### config.mk
export PLATFORM = sky130hd
export DESIGN_NAME = pwrmode_ctrl
export DESIGN_NICKNAME = d
export VERILOG_FILES = /design/src/rtl/pwrmode_pkg.sv /design/src/rtl/ld_edge_detect.sv /design/src/rtl/sleep_en_reg.sv /design/src/rtl/pm_mode_fsm.sv /design/src/rtl/pm_power_out.sv /design/src/rtl/pwrmode_ctrl.sv
export SDC_FILE = /design/constraint.sdc
export NUM_CORES = 1
export LEC_CHECK = 0
export BUFFER_PORTS_ARGS = -buffer_cell sky130_fd_sc_hd__buf_2
export CAP_MARGIN = 25
export CORE_AREA = 2 2 39 41
export DETAILED_ROUTE_END_ITERATION = 7
export DIE_AREA = 0 0 41 43
export PLACE_DENSITY = 0.68
export SETUP_SLACK_MARGIN = 0.5
export SYNTH_ARGS = -nofsm -noshare
export SYNTH_HDL_FRONTEND = slang
export SYNTH_SLANG_ARGS = --single-unit
### constraint.sdc
create_clock -name clk -period 1.3 [get_ports clk]
set_input_delay 0.13 -clock clk [delete_from_list [all_inputs] [get_ports clk]]
set_output_delay 0.13 -clock clk [all_outputs]
set_load 0.03 [all_outputs]
### src/rtl/pwrmode_pkg.sv
package pwrmode_pkg;

  typedef enum logic [2:0] {
    PM_NORMAL = 3'd0,
    PM_SLEEP  = 3'd1,
    PM_DEEP   = 3'd2,
    PM_OFF    = 3'd3,
    PM_LDWAIT = 3'd4
  } pm_mode_t;

  // configuration bit positions
  localparam int unsigned BIT_OT_OFF      = 7;
  localparam int unsigned BIT_SLEEP_DEF   = 8;
  localparam int unsigned BIT_DS_KEEP_LFO = 9;
  localparam int unsigned BIT_DS_KEEP_REG = 10;
  localparam int unsigned BIT_DS_LD_WAKE  = 11;
  localparam int unsigned BIT_OFF_TO_WAIT = 12;
  localparam int unsigned BIT_DS_OT       = 13;

  localparam logic [15:0] CFG_DEFAULT = 16'h2982;

  typedef struct packed {
    logic ds_ot;        // overtemperature watched in deep sleep
    logic off_to_wait;  // shutdown replaced by LD wait
    logic ds_ld_wake;   // LD edge leaves deep sleep
    logic ds_keep_reg;  // regulator left as is in deep sleep
    logic ds_keep_lfo;  // oscillator kept running in deep sleep
    logic sleep_def;    // reset value of sleep enable
    logic ot_off;       // overtemperature forces shutdown when active
  } pm_cfg_t;

endpackage

### src/rtl/ld_edge_detect.sv
module ld_edge_detect #(
  parameter int unsigned STAGES = 2
) (
  input  logic clk,
  input  logic rst,
  input  logic pin,
  output logic rise
);
  logic [STAGES-1:0] sync_q;
  logic              last_q;

  generate
    for (genvar i = 0; i < STAGES; i++) begin : g_sync
      if (i == 0) begin : g_first
        always_ff @(posedge clk) begin
          if (rst) sync_q[0] <= 1'b0;
          else     sync_q[0] <= pin;
        end
      end else begin : g_next
        always_ff @(posedge clk) begin
          if (rst) sync_q[i] <= 1'b0;
          else     sync_q[i] <= sync_q[i-1];
        end
      end
    end
  endgenerate

  always_ff @(posedge clk) begin
    if (rst) last_q <= 1'b0;
    else     last_q <= sync_q[STAGES-1];
  end

  assign rise = sync_q[STAGES-1] & ~last_q;
endmodule

### src/rtl/sleep_en_reg.sv
module sleep_en_reg (
  input  logic clk,
  input  logic rst,
  input  logic def_val,
  input  logic set_i,
  input  logic clr_i,
  output logic en_q
);
  always_ff @(posedge clk) begin
    if (rst)        en_q <= def_val;
    else if (clr_i) en_q <= 1'b0;
    else if (set_i) en_q <= 1'b1;
  end
endmodule

### src/rtl/pm_mode_fsm.sv
module pm_mode_fsm
  import pwrmode_pkg::*;
(
  input  logic     clk,
  input  logic     rst,
  input  pm_cfg_t  cfg,
  input  logic     sleep_en,
  input  logic     sleep_cond,
  input  logic     ot,
  input  logic     cmd_off,
  input  logic     cmd_ds_in,
  input  logic     cmd_ds_out,
  input  logic     ld_rise,
  output pm_mode_t mode_q,
  output pm_mode_t mode_d
);
  pm_mode_t off_tgt;
  logic     may_sleep;

  assign off_tgt   = cfg.off_to_wait ? PM_LDWAIT : PM_OFF;
  assign may_sleep = sleep_en & sleep_cond;

  always_comb begin
    mode_d = mode_q;
    unique case (mode_q)
      PM_NORMAL, PM_SLEEP: begin
        if (ot && cfg.ot_off) mode_d = off_tgt;
        else if (cmd_off)     mode_d = off_tgt;
        else if (cmd_ds_in)   mode_d = PM_DEEP;
        else if (may_sleep)   mode_d = PM_SLEEP;
        else                  mode_d = PM_NORMAL;
      end
      PM_DEEP: begin
        if (ot && cfg.ds_ot)                           mode_d = off_tgt;
        else if (cmd_off)                              mode_d = off_tgt;
        else if (cmd_ds_out || (ld_rise && cfg.ds_ld_wake)) mode_d = PM_NORMAL;
        else                                           mode_d = PM_DEEP;
      end
      PM_OFF:    mode_d = PM_OFF;
      PM_LDWAIT: mode_d = ld_rise ? PM_NORMAL : PM_LDWAIT;
      default:   mode_d = PM_NORMAL;
    endcase
  end

  always_ff @(posedge clk) begin
    if (rst) mode_q <= PM_NORMAL;
    else     mode_q <= mode_d;
  end
endmodule

### src/rtl/pm_power_out.sv
module pm_power_out
  import pwrmode_pkg::*;
(
  input  logic     clk,
  input  logic     rst,
  input  pm_cfg_t  cfg,
  input  pm_mode_t mode_q,
  input  pm_mode_t mode_d,
  output logic     reg_en_q,
  output logic     lfo_en_q
);
  logic reg_d, lfo_d;

  always_comb begin
    unique case (mode_d)
      PM_NORMAL, PM_SLEEP: begin
        reg_d = 1'b1;
        lfo_d = 1'b1;
      end
      PM_DEEP: begin
        lfo_d = cfg.ds_keep_lfo;
        if (mode_q == PM_DEEP) reg_d = reg_en_q;
        else                   reg_d = reg_en_q & cfg.ds_keep_reg;
      end
      default: begin
        reg_d = 1'b0;
        lfo_d = 1'b0;
      end
    endcase
  end

  always_ff @(posedge clk) begin
    if (rst) begin
      reg_en_q <= 1'b1;
      lfo_en_q <= 1'b1;
    end else begin
      reg_en_q <= reg_d;
      lfo_en_q <= lfo_d;
    end
  end
endmodule

### src/rtl/pwrmode_ctrl.sv
module pwrmode_ctrl
  import pwrmode_pkg::*;
#(
  parameter int unsigned CFG_W       = 16,
  parameter int unsigned SYNC_STAGES = 2
) (
  input  logic             clk,
  input  logic             rst,
  input  logic [CFG_W-1:0] cfg_word,
  input  logic             cmd_ds_enter,
  input  logic             cmd_ds_exit,
  input  logic             cmd_shutdown,
  input  logic             cmd_sleep_on,
  input  logic             cmd_sleep_off,
  input  logic             ld_pin,
  input  logic             ot_flag,
  input  logic             sleep_cond,
  output logic [2:0]       mode,
  output logic             sleep_en,
  output logic             reg_en,
  output logic             lfo_en
);
  pm_cfg_t  cfg;
  pm_mode_t st_q, st_d;
  logic     ld_rise;

  assign cfg.ds_ot       = cfg_word[BIT_DS_OT];
  assign cfg.off_to_wait = cfg_word[BIT_OFF_TO_WAIT];
  assign cfg.ds_ld_wake  = cfg_word[BIT_DS_LD_WAKE];
  assign cfg.ds_keep_reg = cfg_word[BIT_DS_KEEP_REG];
  assign cfg.ds_keep_lfo = cfg_word[BIT_DS_KEEP_LFO];
  assign cfg.sleep_def   = cfg_word[BIT_SLEEP_DEF];
  assign cfg.ot_off      = cfg_word[BIT_OT_OFF];

  ld_edge_detect #(.STAGES(SYNC_STAGES)) u_ld (
    .clk (clk),
    .rst (rst),
    .pin (ld_pin),
    .rise(ld_rise)
  );

  sleep_en_reg u_sen (
    .clk    (clk),
    .rst    (rst),
    .def_val(cfg.sleep_def),
    .set_i  (cmd_sleep_on),
    .clr_i  (cmd_sleep_off),
    .en_q   (sleep_en)
  );

  pm_mode_fsm u_fsm (
    .clk       (clk),
    .rst       (rst),
    .cfg       (cfg),
    .sleep_en  (sleep_en),
    .sleep_cond(sleep_cond),
    .ot        (ot_flag),
    .cmd_off   (cmd_shutdown),
    .cmd_ds_in (cmd_ds_enter),
    .cmd_ds_out(cmd_ds_exit),
    .ld_rise   (ld_rise),
    .mode_q    (st_q),
    .mode_d    (st_d)
  );

  pm_power_out u_pwr (
    .clk     (clk),
    .rst     (rst),
    .cfg     (cfg),
    .mode_q  (st_q),
    .mode_d  (st_d),
    .reg_en_q(reg_en),
    .lfo_en_q(lfo_en)
  );

  assign mode = st_q;
endmodule

==> metrics.md <==
| Metric | Value |
|---|---|
| Static Leakage | 0.000300 uW |
| CP Capture Type | flop |
| Share of layout cells above drive strength 1 | 58.9% |
| Final count of hold timing violations | 0 |
| Compound-cell area share of the yosys netlist | 31.2% |
| Hold Crit Depth | 2 |
| Post-Layout Inst Area | 674 um^2 |
| Syn Nets | 70 |
| IO buf count | 22 |
| Setup-failing EPs final | 2 |
| Placed cells | 85 |
| All-Layer GR Usage | 11.6% |
| Sw Pwr | 226 uW |
| Slew headroom | 74.8% |
| Cells after Synth | 44 |
| Count of pins over their slew limit | 0 |
| First-pass GRT wire length | 1.49 mm |
| RSZ-0062 raised after global routing | yes |
| Chip width | 41 um |
| Comb pwr share | 30.8% |
| Failing checks | setup timing |
| Int Power | 551 uW |
| Pre-antenna DRT Iters | 4 |
| Outcome | complete, but fails checks |
| Initial antenna violation count | 0 |
| Asr flop ratio synth | 0% |
| H-tree lvl count | 1 |
| Rows | 14 |
| Clock root buffer | clkbuf_4 |
| Most frequent cell after synthesis | dfxtp_1 |
| Tightest Pin Transition | 377 ps |
| Net Sw Frac | 29.1% |
| # clock sinks | 9 |
| Hold crit path type | in2reg |
| Post-synth top area share | 38.4% |
| Area leader, netlist | dfxtp_1 |
| Fmax | 0.735 GHz |
| Synth Area in Simple Gates | 20.4% |
| Worst-path cell chain | nor2b_4, a211o_1, a221oi_2, a21boi_2, o21bai_1 |
| Seq pwr share | 43.5% |
| Ant diodes | 0 |
| Setup ws final | -59.9 ps |
| Maximum vdd drop | 0.000547 V |
| Clock share of power | 25.7% |
| Post-DR wirelength/cell | 10.6 um |
| Vias per cell | 4.90 |
| Final Wtd Congestion | 0.675 |
| Max FO, Critical Path | 2 |
| Initial drt markers | 3 |
| Clock latency on the worst-skew pair | 240 ps |
| Fill cells | 137 |
| Via count | 436 |
| Max Cap Violations | 0 |
| Hold_buf cts | 0 |
| Synthesized-area fraction occupied by adder cells | 0% |
| Vias in the first global route | 377 |
| Nets | 100 |
| Worst reg2reg path depth | 5 |
| Skew final | 4.62 ps |
| Largest net degree at the start of global routing | 11 |
| Final period util | 105% |
| Post-DP HPWL | 795 um |
| Slowest cell delay on critical path | 310 ps |
| Place WS | -92.9 ps |
| Largest family of logic cells by synthesized area | compound AO/OA/AOI/OAI gates |
| Startpoint Class | flop |
| EDFF count, synth | 1 |
| Core Area | 1380 um^2 |
| Post-route DRC | 0 |
| Sequential share of the synthesized area | 45.6% |
| Crit Path Category | reg2reg |
| Starting density of the core | 30.1% |
| Routed WL | 944 um |
| CTS tree | built |
| WP data arrival | 1490 ps |
| PwrDens | 1150 nW/um^2 |
| Synth top area cells | dfxtp_1, edfxtp_1, nor2b_1 |
| Crit-path slowest cell | dfxtp_2 |
| Synth warn | 0 |
| Placed instance area | 601 um^2 |
| Die Footprint | 1760 um^2 |
| Most frequently used flop master after synthesis | dfxtp_1 |
| IO Pins | 32 |
| Fin cells | 89 |
| Multiplexer area fraction after synthesis | 0% |
| Area Overhead vs Synth | 61.9% |
| Syn avg cell area | 9.47 um^2 |
| Die height | 43 um |
| Xor and xnor area share after synthesis | 0% |
| Required time worst endpoint | 1430 ps |
| CTS Buf Count | 3 |
| Post-synthesis register bit count | 9 |
| Setup TNS | -98.9 ps |
| Mapped Area | 417 um^2 |
| Routed Antenna Nets | 0 |
| Clk buf depth | 2 |
| Post-synth top cells | dfxtp_1, nand2_1, nor2b_1, a21oi_1 |
| Clock slew at reported path FFs | 50 ps |
| Post-layout min period | 1360 ps |
| Total gr overflow | 0 |
| Synth cell types | 25 |
==> layout make-up <==
type | count | area [um^2] | area share, %
multi-input cells | 32 | 241 | 35.8
flip-flops and latches | 9 | 201 | 29.9
repair buffers | 26 | 178 | 26.3
clock buffers | 4 | 26.3 | 3.90
well taps | 16 | 20.0 | 2.97
inverters | 2 | 7.51 | 1.11
==> metal layers <==
| layer | global-route usage [%] | wire length (um) | share of wire, % |
|---|---|---|---|
| met1 | 17.0 | 434 | 46 |
| met4 | 2.00 | 0 | 0 |
| met5 | 0 | 0 | 0 |
| met3 | 1.57 | 79 | 8.4 |
| met2 | 17.8 | 430 | 46 |
==> what timing repair did <==
action,CTS,global route
endpoints found under the setup margin,11,11
endpoints found under the hold margin,0,0
resized for setup,14,1
pin swaps,1,0
buffers inserted,0,0
==> cells by family after synthesis <==
family | count (synthesis)
DFF | 9
AOI/OAI and AO/OA | 17
buffers and inverters | 3
and+or+nand+nor | 15
==> power groups by stage <==
stage | clock [uW] | combinational, uW | sequential [uW]
6_report | 200 | 239 | 338
5_1_grt | 231 | 259 | 342
4_1_cts | 205 | 242 | 339
3_5_place_dp | 0 | 211 | 337
3_3_place_gp | 0 | 206 | 337
2_1_floorplan | 0 | 89.1 | 382
==> stage by stage <==
stage,power (uW),hold WS [ps],util [%]
2_1_floorplan,471,258,-
3_3_place_gp,543,343,43.4
3_5_place_dp,548,355,43.4
4_1_cts,786,102,48.6
5_1_grt,832,99.2,48.7
6_report,777,101,48.7
==> sequential cells by signal, summed over array words and instances (netlist names) <==
name,cells
u_sen.en_q,1
u_pwr.reg_en_q,1
u_ld.last_q,1
u_pwr.lfo_en_q,1
u_ld.sync_q,2
u_fsm.mode_q,3
==> critical path, delay by kind of cell, from the launching register on <==
family | cells | cell delay [ps]
compound gates | 4 | 820
simple gates | 1 | 120
flops | 1 | 310
==> cells in the final DEF, fill, tap and decap left out, types with 2 or more instances in the layout <==
cell	synthesis	layout
a211o_1	2	2
a21oi_1	3	2
buf_2	0	16
buf_4	0	4
buf_6	0	6
clkbuf_4	0	3
dfxtp_1	8	3
dfxtp_2	0	3
dfxtp_4	0	2
nand2_1	4	4
nor2_1	2	2
nor2b_1	4	3
o21ai_0	2	2
==> worst paths after layout <==
path                                                start                   endpoint  slack, ps
worst min-delay path                               ld_pin  u_ld.sync_q[0]$_SDFF_PP0_        100
worst max-delay path            u_ld.sync_q[1]$_SDFF_PP0_  u_pwr.lfo_en_q$_SDFF_PP1_        -60
worst max register to register  u_ld.sync_q[1]$_SDFF_PP0_  u_pwr.lfo_en_q$_SDFF_PP1_        -60
worst min register to register  u_ld.sync_q[0]$_SDFF_PP0_  u_ld.sync_q[1]$_SDFF_PP0_        440
No activity file was read; power rests on OpenSTA's default activity.
